==> config.mk <==
export PLATFORM = sky130hd
export DESIGN_NAME = ckpt_counter_wrap
export DESIGN_NICKNAME = d
export VERILOG_FILES = /design/src/rtl/ckw_pkg.sv /design/src/rtl/ckw_step.sv /design/src/rtl/ckw_member.sv /design/src/rtl/ckw_ctrl.sv /design/src/rtl/ckpt_counter_wrap.sv
export SDC_FILE = /design/constraint.sdc
export NUM_CORES = 1
export LEC_CHECK = 0
export ABC_AREA = 1
export BUFFER_PORTS_ARGS = -buffer_cell sky130_fd_sc_hd__buf_2
export CAP_MARGIN = 30
export CELL_PAD_IN_SITES_DETAIL_PLACEMENT = 0
export CELL_PAD_IN_SITES_GLOBAL_PLACEMENT = 1
export CORE_AREA = 2 2 39 41
export DETAILED_ROUTE_END_ITERATION = 10
export DIE_AREA = 0 0 41 43
export GPL_TIMING_DRIVEN = 0
export HOLD_SLACK_MARGIN = 0.12
export PLACE_DENSITY_LB_ADDON = 0.05
export REMOVE_ABC_BUFFERS = 1
export SKIP_CTS_REPAIR_TIMING = 1
export SYNTH_ARGS = -nofsm -noshare
export SYNTH_HDL_FRONTEND = slang
export SYNTH_HIERARCHICAL = 1
export SYNTH_SLANG_ARGS = --single-unit
==> constraint.sdc <==
create_clock -name clk -period 1.55 [get_ports clk]
set_input_delay 0.0775 -clock clk [delete_from_list [all_inputs] [get_ports clk]]
set_output_delay 0.0775 -clock clk [all_outputs]
set_load 0.005 [all_outputs]
==> src/rtl/ckw_pkg.sv <==
package ckw_pkg;
   typedef enum logic [1:0] {
      CKW_RUN  = 2'd0,
      CKW_SAVE = 2'd1,
      CKW_LOAD = 2'd2,
      CKW_SWAP = 2'd3
   } ckw_op_e;
endpackage

==> src/rtl/ckw_step.sv <==
module ckw_step #(
   parameter int W       = 2,
   parameter int MODULUS = 4
) (
   input  logic [W-1:0] cur,
   input  logic         adv,
   output logic [W-1:0] nxt
);
   localparam logic [W-1:0] LAST = W'(MODULUS - 1);

   generate
      if (MODULUS == (1 << W)) begin : g_natural
         always_comb nxt = adv ? cur + 1'b1 : cur;
      end else begin : g_compare
         always_comb begin
            if (!adv)              nxt = cur;
            else if (cur == LAST)  nxt = '0;
            else                   nxt = cur + 1'b1;
         end
      end
   endgenerate
endmodule

==> src/rtl/ckw_member.sv <==
module ckw_member #(
   parameter int                  W    = 2,
   parameter int                  NS   = 4,
   parameter logic [NS-1:0]       MASK = 4'b0101
) (
   input  logic [W-1:0] val,
   output logic         ok
);
   logic [NS-1:0] hit;

   generate
      for (genvar i = 0; i < NS; i++) begin : g_st
         assign hit[i] = MASK[i] && (val == W'(i));
      end
   endgenerate

   assign ok = |hit;
endmodule

==> src/rtl/ckw_ctrl.sv <==
module ckw_ctrl
   import ckw_pkg::*;
(
   input  logic save,
   input  logic restore,
   input  logic cur_ok,
   output logic use_ext,
   output logic capture
);
   ckw_op_e op;

   always_comb begin
      unique case ({save, restore})
         2'b10:   op = CKW_SAVE;
         2'b01:   op = CKW_LOAD;
         2'b11:   op = cur_ok ? CKW_SWAP : CKW_RUN;
         default: op = CKW_RUN;
      endcase
   end

   always_comb begin
      use_ext = (op == CKW_LOAD) || (op == CKW_SWAP);
      capture = ((op == CKW_SAVE) && cur_ok) || (op == CKW_SWAP);
   end
endmodule

==> src/rtl/ckpt_counter_wrap.sv <==
module ckpt_counter_wrap #(
   parameter int                   W          = 2,
   parameter int                   MODULUS    = 4,
   parameter int                   INIT_STATE = 0,
   parameter logic [(1<<W)-1:0]    ALLOW_MASK = 4'b0101
) (
   input  logic         clk,
   input  logic         rst,
   input  logic         din,
   input  logic         save,
   input  logic         restore,
   input  logic [W-1:0] ckpt_in,
   output logic [W-1:0] mach_out,
   output logic [W-1:0] ckpt_out,
   output logic         restore_bad
);
   localparam int           NS   = 1 << W;
   localparam logic [W-1:0] INIT = W'(INIT_STATE);

   generate
      if (W < 1 || W > 8) begin : g_bad_w
         $error("ckpt_counter_wrap: W out of range");
      end
      if (MODULUS < 2 || MODULUS > NS) begin : g_bad_mod
         $error("ckpt_counter_wrap: MODULUS must fit in W bits");
      end
      if (INIT_STATE < 0 || INIT_STATE >= MODULUS) begin : g_bad_init
         $error("ckpt_counter_wrap: INIT_STATE outside counter range");
      end
      if (!ALLOW_MASK[INIT_STATE]) begin : g_bad_mask
         $error("ckpt_counter_wrap: INIT_STATE must be an allowed checkpoint");
      end
   endgenerate

   logic [W-1:0] cur_q, ck_q, eff, nxt;
   logic         cur_ok, in_ok, use_ext, capture;

   ckw_member #(.W(W), .NS(NS), .MASK(ALLOW_MASK)) u_cur_ok (
      .val (cur_q),
      .ok  (cur_ok)
   );

   ckw_member #(.W(W), .NS(NS), .MASK(ALLOW_MASK)) u_in_ok (
      .val (ckpt_in),
      .ok  (in_ok)
   );

   ckw_ctrl u_ctrl (
      .save    (save),
      .restore (restore),
      .cur_ok  (cur_ok),
      .use_ext (use_ext),
      .capture (capture)
   );

   assign eff = use_ext ? ckpt_in : cur_q;

   ckw_step #(.W(W), .MODULUS(MODULUS)) u_step (
      .cur (eff),
      .adv (din),
      .nxt (nxt)
   );

   always_ff @(posedge clk) begin
      if (rst) begin
         cur_q <= INIT;
         ck_q  <= INIT;
      end else begin
         cur_q <= nxt;
         if (capture) ck_q <= cur_q;
      end
   end

   assign mach_out    = eff;
   assign ckpt_out    = ck_q;
   assign restore_bad = use_ext && !in_ok;
endmodule

==> impl_metrics.py <==
metrics = {
    "run": {
        "maxCapViolations": 0,
    },
    "final_layout": {
        "layout-drive-gt1-share_pct": 26.8,
        "syn2layout_area_growth_pct": 47.5,
        "nets": 65,
        "fillers": 172,
        "final_design_area_no_fill_um2": 334,
        "n_antenna_cell": 0,
        "utilization_pct": 24.1,
        "final_cell_mix": "inv_1 (12), nand2_1 (12), buf_2 (11)",
    },
    "status": {
        "outcome": "complete, no violations",
    },
    "worst_setup_path": {
        "required_ps": 1470,
        "timing.critical_path.fanout_max": 5,
        "crit_path_start_kind": "flop",
        "cp-end-kind": "output pin",
        "cp.arrival_ps": 1270,
        "crit_type": "reg -> out",
    },
    "timing": {
        "hold_viol": 0,
        "max_freq_mhz": 742,
        "fin_crit_sh_pct": 87.0,
        "worstMarginPinSlew_ps": 315,
        "slew_viol_final": 0,
        "setup_violations": 0,
        "period_minus_slack_ps": 1350,
        "fin_skew_ps": 4.62,
        "fin_tns_setup_ps": 0,
        "rsz0062_at_grt": "false",
        "relSlewSlack_pct": 78.8,
    },
    "place": {
        "port_buffers": 11,
        "hpwl_um": 426,
        "dpl-instance-area_um2": 302,
        "gp_congestion": 0.577,
    },
    "yosys": {
        "ys.warnings.count": 6,
        "netlist_area_um2": 226,
        "yosysSeqAreaShare_pct": 35.4,
        "avgSynthCellArea_um2": 5.52,
        "synth_cells": 41,
        "synthTopCellsByArea": "dfxtp_1 (35%), inv_1 (20%), nand2_1 (20%), nor2_1 (13%), nand3_1 (4.4%)",
        "yosys_register_bits": 4,
        "synth.top_cell.area_share_pct": 35.4,
        "synth_top_area_cell": "dfxtp_1",
        "yosysUniqueCellTypes": 7,
    },
    "die": {
        "die_y_um": 43,
        "core_um2": 1380,
        "ios": 12,
        "fp.dieW_um": 41,
        "fp.dieArea_um2": 1760,
        "fp-row-count": 14,
        "start_util_pct": 16.4,
    },
    "cts": {
        "tritoncts": "done",
        "clk_latency_ps": 230,
        "cts_buffer_depth": 2,
        "clk_root_buffer_cell": "clkbuf_4",
        "htree_levels": 1,
        "clkSinkCount": 4,
        "clk_pin_slew_ps": 30,
        "cts-buffers-inserted": 3,
    },
    "power_and_ir_drop": {
        "p_per_area_nw_per_um2": 949,
        "irDropWorstVdd_uv": 480,
        "static-leakage-power_nw": 0.211,
    },
    "global_routing": {
        "grt_max_degree": 6,
        "grt.overflow.total": 0,
        "antenna_found_initial": 0,
        "first_global_vias": 228,
        "grt_pass1_wl_um": 807,
        "gr-usage-all-layers_pct": 7.33,
    },
    "detailed_routing": {
        "drt-total-wl_um": 491,
        "wire_per_inst_um": 6.82,
        "dr.pass1.iters": 2,
        "detail-route-antenna-nets": 0,
        "drt_iter0_drc": 2,
        "num_vias": 264,
        "drcViolationCount": 0,
        "route.detailed.vias_per_inst": 3.67,
    },
    "hold_path": {
        "hold_class": "in -> reg",
    },
}
path summary, 6_finish.rpt:
check / startpoint / slack (ps) / end / cells past startpoint
max reg2reg: cur_q[0]$_SDFF_PP0_ / 320 / cur_q[1]$_SDFF_PP0_ / 9
min reg2reg: ckpt_out[0]$_SDFFE_PP0P_ / 470 / ckpt_out[0]$_SDFFE_PP0P_ / 2
min: din / 190 / cur_q[1]$_SDFF_PP0_ / 5
max: cur_q[0]$_SDFF_PP0_ / 200 / mach_out[1] / 5
synth_stat cells:
library cell and count:
dfxtp_1 4, inv_1 12, nand2_1 12, nand3_1 2, nor2_1 8, nor2_2 1
o21ai_0 2
flip-flops by register name, indices dropped and copies added (netlist names):
signal	count
ckpt_out	2
cur_q	2
area by class of cell:
type                    count  area [µm²]  area share, %
multi-input cells          25         101           30.3
repair buffers             12        65.1           19.5
flip-flops and latches      4        80.1           24.0
inverters                  12        45.0           13.5
well taps                  16        20.0           5.99
clock buffers               3        22.5           6.74
logic make-up after synthesis:
family                 Yosys count  share of synthesized area, %
and+or+nand+nor                 23                          40.3
DFF                              4                          35.4
AOI/OAI and AO/OA                2                          4.42
buffers and inverters           12                          19.9
critical path, stage by stage, from the launching register on:
cell	delay, ps
dfxtp_1	320
inv_1	50
nand3_1	70
nand2_1	100
o21ai_0	310
buf_2	180
routing by layer:
metal	GRT usage, %	part of all wire, %
met5	0	0
met4	2.00	0
met3	7.85	11
met2	9.69	48
met1	7.72	41
report_power, final:
group	switching, mW	internal [mW]
Sequential	0.00401	0.113
Clock	0.0405	0.0864
Combinational	0.0405	0.0321
per-stage QoR:
stage | worst slack [ps] | cells | power [mW] | hold WS, ps
finish | 202 | 72 | 0.317 | 193
floorplan | 282 | 41 | 0.162 | 149
global route | 5.79 | 72 | 0.350 | 201
detailed placement | 149 | 68 | 0.191 | 276
global placement | 206 | 68 | 0.190 | 270
CTS | 74.0 | 71 | 0.322 | 29.9
Note: power is estimated with default switching activity, not from simulation.
